===== src/rtl/fir3_pkg.sv =====
package fir3_pkg;
   localparam int FACTOR = 3;

   typedef enum logic [1:0] {
      PH0 = 2'd0,
      PH1 = 2'd1,
      PH2 = 2'd2
   } phase_t;

   function automatic int coef_count(input int ntaps);
      return (ntaps + 1) / 2;
   endfunction
endpackage


===== src/rtl/fir3_prod_line.sv =====
// One independent coefficient: a single multiply per input sample, a delay
// line of products at the input rate, and its contribution to each phase.
module fir3_prod_line
   import fir3_pkg::*;
#(
   parameter int DW = 16,
   parameter int CW = 16,
   parameter int NTAPS = 11,
   parameter int IDX = 0,
   parameter bit UNITY = 1'b0,
   parameter logic signed [CW-1:0] COEF = '0,
   localparam int PW = DW + CW,
   localparam int TW = PW + 1
) (
   input  logic                          clk,
   input  logic                          rst,
   input  logic                          shift,
   input  logic signed [DW-1:0]          din,
   output logic [FACTOR-1:0][TW-1:0]     terms
);
   localparam int MIR    = NTAPS - 1 - IDX;
   localparam int NEAR_P = IDX % FACTOR;
   localparam int NEAR_L = IDX / FACTOR;
   localparam int FAR_P  = MIR % FACTOR;
   localparam int FAR_L  = MIR / FACTOR;
   localparam int DEPTH  = FAR_L + 1;
   localparam bit PAIRED = (MIR != IDX);

   logic signed [PW-1:0]   dx;
   logic signed [PW-1:0]   prod;
   logic [DEPTH-1:0][PW-1:0] line;

   assign dx = PW'(din);

   generate
      if (UNITY) begin : g_bypass
         assign prod = dx;
      end else begin : g_mult
         logic signed [PW-1:0] cx;
         assign cx   = PW'(COEF);
         assign prod = dx * cx;
      end
   endgenerate

   always_ff @(posedge clk) begin
      if (rst) begin
         line <= '0;
      end else if (shift) begin
         line[0] <= prod;
         for (int i = 1; i < DEPTH; i++) begin
            line[i] <= line[i-1];
         end
      end
   end

   generate
      for (genvar p = 0; p < FACTOR; p++) begin : g_phase
         if (NEAR_P == p && PAIRED && FAR_P == p) begin : g_both
            assign terms[p] = TW'($signed(line[NEAR_L])) + TW'($signed(line[FAR_L]));
         end else if (NEAR_P == p) begin : g_near
            assign terms[p] = TW'($signed(line[NEAR_L]));
         end else if (PAIRED && FAR_P == p) begin : g_far
            assign terms[p] = TW'($signed(line[FAR_L]));
         end else begin : g_none
            assign terms[p] = '0;
         end
      end
   endgenerate
endmodule


===== src/rtl/fir3_phase_seq.sv =====
// Sequencer: one input handshake, then three output phases, then ready again.
module fir3_phase_seq
   import fir3_pkg::*;
(
   input  logic   clk,
   input  logic   rst,
   input  logic   in_valid,
   input  logic   out_ready,
   output logic   in_ready,
   output logic   out_valid,
   output phase_t phase,
   output logic   load
);
   logic   busy;
   phase_t ph;

   assign in_ready  = ~busy;
   assign load      = in_valid & ~busy;
   assign out_valid = busy;
   assign phase     = ph;

   always_ff @(posedge clk) begin
      if (rst) begin
         busy <= 1'b0;
         ph   <= PH0;
      end else if (load) begin
         busy <= 1'b1;
         ph   <= PH0;
      end else if (busy && out_ready) begin
         if (ph == PH2) begin
            busy <= 1'b0;
            ph   <= PH0;
         end else begin
            ph <= phase_t'(ph + 2'd1);
         end
      end
   end
endmodule


===== src/rtl/fir3_phase_sum.sv =====
// Adds the per-coefficient contributions for the phase being delivered.
module fir3_phase_sum
   import fir3_pkg::*;
#(
   parameter int NCOEF = 6,
   parameter int TW = 33,
   parameter int OW = 34
) (
   input  logic [NCOEF-1:0][FACTOR-1:0][TW-1:0] terms,
   input  phase_t                               phase,
   output logic signed [OW-1:0]                 y
);
   always_comb begin
      y = '0;
      for (int j = 0; j < NCOEF; j++) begin
         y = y + OW'($signed(terms[j][phase]));
      end
   end
endmodule


===== src/rtl/fir3_sym_interp.sv =====
module fir3_sym_interp
   import fir3_pkg::*;
#(
   parameter int DW = 16,
   parameter int CW = 16,
   parameter int NTAPS = 11,
   parameter bit CENTER_UNITY = 1'b0,
   parameter logic [((NTAPS+1)/2)*CW-1:0] COEFS =
      {16'h7918, 16'h4E20, 16'h2328, 16'hEC78, 16'h04B0, 16'h8000},
   localparam int OW = DW + CW + 2
) (
   input  logic                 clk,
   input  logic                 rst,
   input  logic                 in_valid,
   output logic                 in_ready,
   input  logic signed [DW-1:0] in_data,
   output logic                 out_valid,
   input  logic                 out_ready,
   output logic signed [OW-1:0] out_data
);
   localparam int NCOEF  = coef_count(NTAPS);
   localparam int CENTER = NCOEF - 1;
   localparam int PW     = DW + CW;
   localparam int TW     = PW + 1;

   generate
      if (NTAPS != 11) begin : g_bad_taps
         $error("fir3_sym_interp: NTAPS must be 11");
      end
      if (DW < 2 || CW < 2) begin : g_bad_width
         $error("fir3_sym_interp: DW and CW must be at least 2");
      end
      if (CENTER_UNITY && (COEFS[CENTER*CW +: CW] != CW'(1))) begin : g_bad_center
         $error("fir3_sym_interp: CENTER_UNITY needs the center coefficient equal to 1");
      end
   endgenerate

   phase_t phase;
   logic   load;
   logic [NCOEF-1:0][FACTOR-1:0][TW-1:0] terms;

   fir3_phase_seq u_seq (
      .clk       (clk),
      .rst       (rst),
      .in_valid  (in_valid),
      .out_ready (out_ready),
      .in_ready  (in_ready),
      .out_valid (out_valid),
      .phase     (phase),
      .load      (load)
   );

   generate
      for (genvar j = 0; j < NCOEF; j++) begin : g_line
         fir3_prod_line #(
            .DW    (DW),
            .CW    (CW),
            .NTAPS (NTAPS),
            .IDX   (j),
            .UNITY (CENTER_UNITY && (j == CENTER)),
            .COEF  (COEFS[j*CW +: CW])
         ) u_line (
            .clk   (clk),
            .rst   (rst),
            .shift (load),
            .din   (in_data),
            .terms (terms[j])
         );
      end
   endgenerate

   fir3_phase_sum #(
      .NCOEF (NCOEF),
      .TW    (TW),
      .OW    (OW)
   ) u_sum (
      .terms (terms),
      .phase (phase),
      .y     (out_data)
   );
endmodule


===== config.mk =====
export PLATFORM = sky130hd
export DESIGN_NAME = fir3_sym_interp
export DESIGN_NICKNAME = d
export VERILOG_FILES = /design/src/rtl/fir3_pkg.sv /design/src/rtl/fir3_prod_line.sv /design/src/rtl/fir3_phase_seq.sv /design/src/rtl/fir3_phase_sum.sv /design/src/rtl/fir3_sym_interp.sv
export SDC_FILE = /design/constraint.sdc
export NUM_CORES = 2
export LEC_CHECK = 0
export ABC_CLOCK_PERIOD_IN_PS = 8350
export BUFFER_PORTS_ARGS = -buffer_cell sky130_fd_sc_hd__buf_2
export CAP_MARGIN = 20
export CORE_MARGIN = 3
export CORE_UTILIZATION = 35
export CTS_CLUSTER_SIZE = 10
export DETAILED_ROUTE_END_ITERATION = 8
export SLEW_MARGIN = 10
export SYNTH_ARGS = -nofsm -noshare
export SYNTH_HDL_FRONTEND = slang
export SYNTH_HIERARCHICAL = 1
export SYNTH_SLANG_ARGS = --single-unit

===== constraint.sdc =====
create_clock -name clk -period 8.35 [get_ports clk]
set_input_delay 0.4175 -clock clk [delete_from_list [all_inputs] [get_ports clk]]
set_output_delay 0.4175 -clock clk [all_outputs]
set_load 0.1 [all_outputs]

=== Word-level counts from Yosys, hierarchy flattened ===
Index checks and enable logic that the tools add are counted.

* Muxes and demuxes: 16
* $mul: 5
* Order comparisons: 1
* Add/subtract/negate cells: 8
* Reduce and logical (&&, ||, !) cells: 5
* Bitwise gates (word level): 2
* Equality and inequality tests: 1

{| class="wikitable"
|+ Operators by type and width
! operator !! number
|-
| $bmux 33 s2 || 6
|-
| $mux 33 || 6
|-
| $add 34x33->34 || 4
|-
| $mul 16x11->27 const B || 2
|-
| $add 33x33->34 || 1
|-
| $add 30x30->31 || 1
|-
| $mul 16x13->29 const B || 1
|-
| $mul 16x12->28 const B || 1
|-
| $mul 16x8->24 const B || 1
|-
| $neg 16->17 || 1
|-
| $reduce_bool 2->1 || 2
|-
| $lt 2x3->1 const B || 1
|-
| $mux 1 || 3
|-
| $add 2x1->2 const B || 1
|-
| $eq 2x2->1 const B || 1
|-
| $mux 2 || 1
|-
| $reduce_and 2->1 || 1
|-
| $reduce_or 2->1 || 1
|-
| $and 1x1->1 || 1
|-
| $logic_and 1x1->1 || 1
|-
| $not 1->1 || 1
|}

* Logic and storage cells: 59
* Bits of input ports: 20
* Register bits: 490

=== Longest topological paths before layout ===
* Depth in word-level cells: 7
* Gate-level depth with buffers: 29

=== Modules after synthesis ===
Netlist, hierarchy kept.

{| class="wikitable"
|+ By module, submodules not included
! module !! instances !! area an instance (µm²) !! cells each
|-
| fir3_phase_sum || 1 || 9108.7 || 1243
|-
| fir3_prod_line at g_line[2].u_line || 1 || 8804.7 || 985
|-
| fir3_prod_line at g_line[3].u_line || 1 || 6790.3 || 737
|-
| fir3_prod_line at g_line[5].u_line || 1 || 6685.2 || 719
|-
| fir3_prod_line at g_line[4].u_line || 1 || 6615.1 || 704
|-
| fir3_prod_line at g_line[1].u_line || 1 || 6480.0 || 701
|-
| fir3_prod_line at g_line[0].u_line || 1 || 3468.3 || 379
|-
| fir3_phase_seq || 1 || 167.7 || 17
|}

=== Worst setup path before layout ===
No wires, ideal clock.

* Path kind: flip-flop to output port
* Start point: register g_line[2].u_line/line[3] (netlist name)
* End point: output out_data[30]
* Buffers on the path: 0
* Data arrival time: 6675 ps
* Data required time: 7933 ps
* Path slack: 1258 ps
* Cell stages (with the launch flop): 28
* Cell sequence: dfxtp_1 -> ha_1 -> inv_1 -> fa_1 -> nor2b_1 -> o21ai_2 -> nand3_1 -> o2111ai_1 -> a21oi_1 -> o21ai_0 -> or4b_1 -> o311ai_0 -> mux2i_1 -> nor2_1 -> a21oi_1 -> fa_1 -> inv_1 -> fa_1 -> inv_1 -> fa_1 -> inv_1 -> ha_1 -> a21oi_1 -> o21ai_0 -> and3b_1 -> a21oi_1 -> a221oi_1 -> xnor2_1

{| class="wikitable"
|+ RTL lines
! element !! line !! text
|-
| from (decl) || fir3_prod_line.sv:31 || <nowiki>logic [DEPTH-1:0][PW-1:0] line;</nowiki>
|-
| from (signal, indexed assignment) || fir3_prod_line.sv:51 || <nowiki>line[i] <= line[i-1];</nowiki>
|-
| to (decl) || fir3_sym_interp.sv:19 || <nowiki>output logic signed [OW-1:0] out_data</nowiki>
|}

==> results.py <==
metrics = {
    "worst_setup_path": {
        "crit_start": "g_line[2].u_line/line[3]",
        "cp.arrival_ps": 7480,
        "critPathKind": "register to output port",
        "crit_slowest_cell": "fa_1",
        "max_stage_delay_ps": 660,
        "start_kind": "register",
        "r2r_start": "u_seq/out_valid",
        "r2r_cells": 7,
        "cp-end-kind": "output port",
        "crit_end": "out_data[30]",
        "critPathMaxFanout": 5,
        "required_ps": 7930,
        "timing.rr.end": "g_line[1].u_line/terms[56]",
        "ff2ff_setup_slack_ps": 5060,
    },
    "synth": {
        "yosys_most_used_dff": "dfxtp_1",
        "synth-async-reset-ratio_pct": 0,
        "synth_area_um2": 48100,
        "avgSynthCellArea_um2": 8.77,
        "synth_seq_cells": 471,
        "ys_types": 108,
        "syn_inst": 5485,
        "synth_edf_count": 0,
        "ys_seq_area_share_pct": 19.6,
        "ys_warn_count": 6,
    },
    "pwr": {
        "pwr-share-clk_pct": 14.9,
        "p_comb_share_pct": 68.1,
        "power_density_nw_per_um2": 326,
        "p_leak_nw": 22.3,
        "pwr-share-seq_pct": 17.0,
        "p_sw_mw": 8.55,
        "switching_share_pct": 53.8,
        "internal_power_mw": 7.35,
        "peakVddDrop_v": 0.00101,
    },
    "clock_tree": {
        "cts.path.max_buffers": 3,
        "clock_latency_ps": 640,
        "cts_made_buffers": 57,
        "post-cts-setup-buffer-count": 0,
        "htreeDepth": 2,
        "cts_tree": "yes",
        "clk_pin_slew_ps": 50,
        "clock_sinks": 471,
        "cts_root_buffer": "clkbuf_16",
    },
    "routing": {
        "drt-total-wl_um": 118000,
        "vias": 33800,
        "via_per_inst": 4.86,
        "drt_first_pass_iters": 6,
        "ant_nets": 0,
        "remaining_drc_errors": 0,
        "first_iter_violations": 2088,
        "drt-wirelength-per-cell_um": 16.9,
    },
    "sta": {
        "fin_setup_tns_ps": 0,
        "min_period_over_period_pct": 94.5,
        "slew_headroom_pct": 28.4,
        "max_freq_ghz": 0.127,
        "tightest_slew_ps": 1070,
        "hold_viol_final": 0,
        "rsz0062_at_grt": "false",
        "finalWorstSetupSlack_ps": 456,
        "finalCriticalPeriod_ps": 7890,
        "setup_viol": 0,
        "finClkSkew_ps": 24.6,
        "slew_violations": 0,
    },
    "hold_path": {
        "min_path_type": "primary input to register",
    },
    "floorplanning": {
        "die_area_um2": 142000,
        "start_util_pct": 35.4,
        "ioPinCount": 56,
        "rows": 135,
        "die_h_um": 377,
        "die_w_um": 377,
        "core_um2": 136000,
    },
    "global_routing": {
        "antenna_found_initial": 2,
        "grt_max_degree": 150,
        "grt_first_pass_wirelength_um": 189000,
        "grt-ovfl-total": 0,
        "track_usage_pct": 16.5,
        "grt_pass1_vias": 33300,
    },
    "run": {
        "cap_violations": 0,
    },
    "placement": {
        "place_inst": 6885,
        "post-place-ws_ps": 1130,
        "routabilityCongestion": 0.885,
        "dpl.hpwl_um": 90100,
        "port-buffer-count": 52,
    },
    "finish": {
        "drive_gt1_share_pct": 4.72,
        "nNetsFinal": 6017,
        "area_delta_synth_final_pct": 1.37,
        "fin_cells": 6970,
    },
    "run_status": {
        "status": "finished clean",
    },
}
[repair_timing]
item / CTS / global route
endpoints found under the setup margin: 0 / 2
endpoints found under the hold margin: 0 / 0
gates resized for setup: 0 / 2
hold buffers: 0 / 0
[critical path, delay by kind of cell (launching register included)]
family,cells,cell delay (ps)
simple gates,4,730
compound gates,10,2060
buf+inv,5,720
mux,1,160
xor+xnor,1,170
fa+ha+maj,6,2650
flops,1,350
[state kept, by name, summed over array words and instances (netlist names)]
register             cells
g_line.u_line/line     247
u_seq/out_valid          1
g_line.u_line/terms    221
u_seq/phase              2
[cells by family (layout without fill, tap and decap cells)]
family	count (synthesis)	count (layout)	synth area share, %
buffers and inverters	1409	794	15.7
xor gates and xnor gates	167	167	3.06
muxes	597	597	12.4
adders and majority gates	834	834	27.5
AOI/OAI and AO/OA	830	830	10.8
and+or+nand+nor	1171	1171	10.9
other	6	325	0.0468
DFF	471	471	19.6
[routing by layer]
layer | vias up | wire length (um) | track usage [%]
li1 | 16700 | - | -
met1 | 16400 | 58700 | 24.0
met2 | 605 | 52100 | 26.4
met3 | 118 | 4890 | 1.88
met4 | 0 | 2080 | 3.33
met5 | - | 0 | 0
[how the worst min path moves through the flow]
| stage | start | depth (start not counted) | to |
|---|---|---|---|
| global route | in_valid | 3 | u_seq/out_valid |
| global placement | g_line[5].u_line/line[20] | 2 | g_line[5].u_line/line[20] |
| finish | in_valid | 3 | u_seq/out_valid |
| detailed placement | g_line[5].u_line/line[20] | 2 | g_line[5].u_line/line[20] |
| CTS | in_valid | 3 | u_seq/out_valid |
| floorplan | g_line[4].u_line/line[24] | 2 | g_line[4].u_line/line[24] |
[cell usage after synthesis (all sizes together) (7+ instances only)]
master     n  area share, %
and2      25           0.33
o21bai    27           0.43
nor4      11           0.19
dfxtp    471             20
nor2b     12           0.16
xnor2    108            2.0
a21o      66            1.1
and3      24           0.31
clkbuf   140            1.2
o311ai     7           0.14
a311o      8           0.17
and4       8           0.16
a221oi     7           0.17
nand3     52           0.54
or2       10           0.13
a2111oi    7           0.16
nor2     669            5.2
nor3b     13           0.20
a32o      10           0.21
or4       12           0.20
o22ai     10           0.13
or3b       7           0.13
nand2    189            1.5
nand3b    10           0.16
a211oi    35           0.60
mux2i    591             12
a31oi     23           0.31
nand4     38           0.49
fa       370             15
inv      611            4.8
o211ai    15           0.25
xor2      59            1.1
o21a      18           0.28
buf      656            9.7
or3       19           0.26
o21ai    147            1.5
o31ai     16           0.29
a21oi    367            3.9
ha       464             12
nand2b    28           0.36
nor3      29           0.30
a211o     11           0.21
[power groups by stage]
| stage | Clock, mW | Sequential, mW | Combinational (mW) |
|---|---|---|---|
| 6_report | 2.37 | 2.71 | 10.8 |
| 4_1_cts | 2.43 | 2.70 | 10.8 |
| 3_3_place_gp | 0 | 2.74 | 10.7 |
| 3_5_place_dp | 0 | 2.75 | 10.8 |
| 2_1_floorplan | 0 | 2.65 | 8.85 |
| 5_1_grt | 2.51 | 2.73 | 12.0 |
[stage by stage]
stage          hold WS, ps  instance area (um2)  total power [mW]  utilization (%)
2_1_floorplan          425                49300              11.5                -
3_3_place_gp           444                47000              13.4             34.6
3_5_place_dp           447                47000              13.5             34.6
4_1_cts               60.5                48800              15.9             35.9
5_1_grt               96.4                48800              17.2             35.9
6_report               102                48800              15.9             35.9
[placed cells by master, fill, tap and decap left out, types with 11 or more instances in the layout]
cell type | Yosys | final
a211oi_1 | 30 | 30
a21o_1 | 58 | 58
a21oi_1 | 362 | 362
a31oi_1 | 22 | 22
and2_1 | 23 | 23
and3_1 | 24 | 24
buf_2 | 30 | 48
buf_4 | 568 | 40
clkbuf_16 | 0 | 57
conb_1 | 6 | 324
dfxtp_1 | 471 | 469
fa_1 | 370 | 370
ha_1 | 464 | 464
inv_1 | 610 | 610
mux2i_1 | 591 | 591
nand2_1 | 189 | 189
nand2b_1 | 28 | 28
nand3_1 | 52 | 52
nand4_1 | 38 | 38
nor2_1 | 669 | 669
nor2b_1 | 12 | 11
nor3_1 | 29 | 29
nor3b_1 | 13 | 13
o211ai_1 | 13 | 13
o21a_1 | 17 | 17
o21ai_0 | 133 | 133
o21ai_1 | 13 | 13
o21bai_1 | 26 | 26
o31ai_1 | 14 | 14
or3_1 | 17 | 17
xnor2_1 | 108 | 108
xor2_1 | 58 | 58
[final cells by class]
cell class / count / area [um2]
clock buffers: 74 / 1570
diodes: 1 / 2.50
multi-input cells: 3923 / 32400
repair buffers: 98 / 711
fillers: 13900 / 87200
inverters: 612 / 2300
flip-flops and latches: 471 / 9440
clock inverters: 10 / 179
well taps: 1781 / 2230
Power figures use the tool's default switching activity.
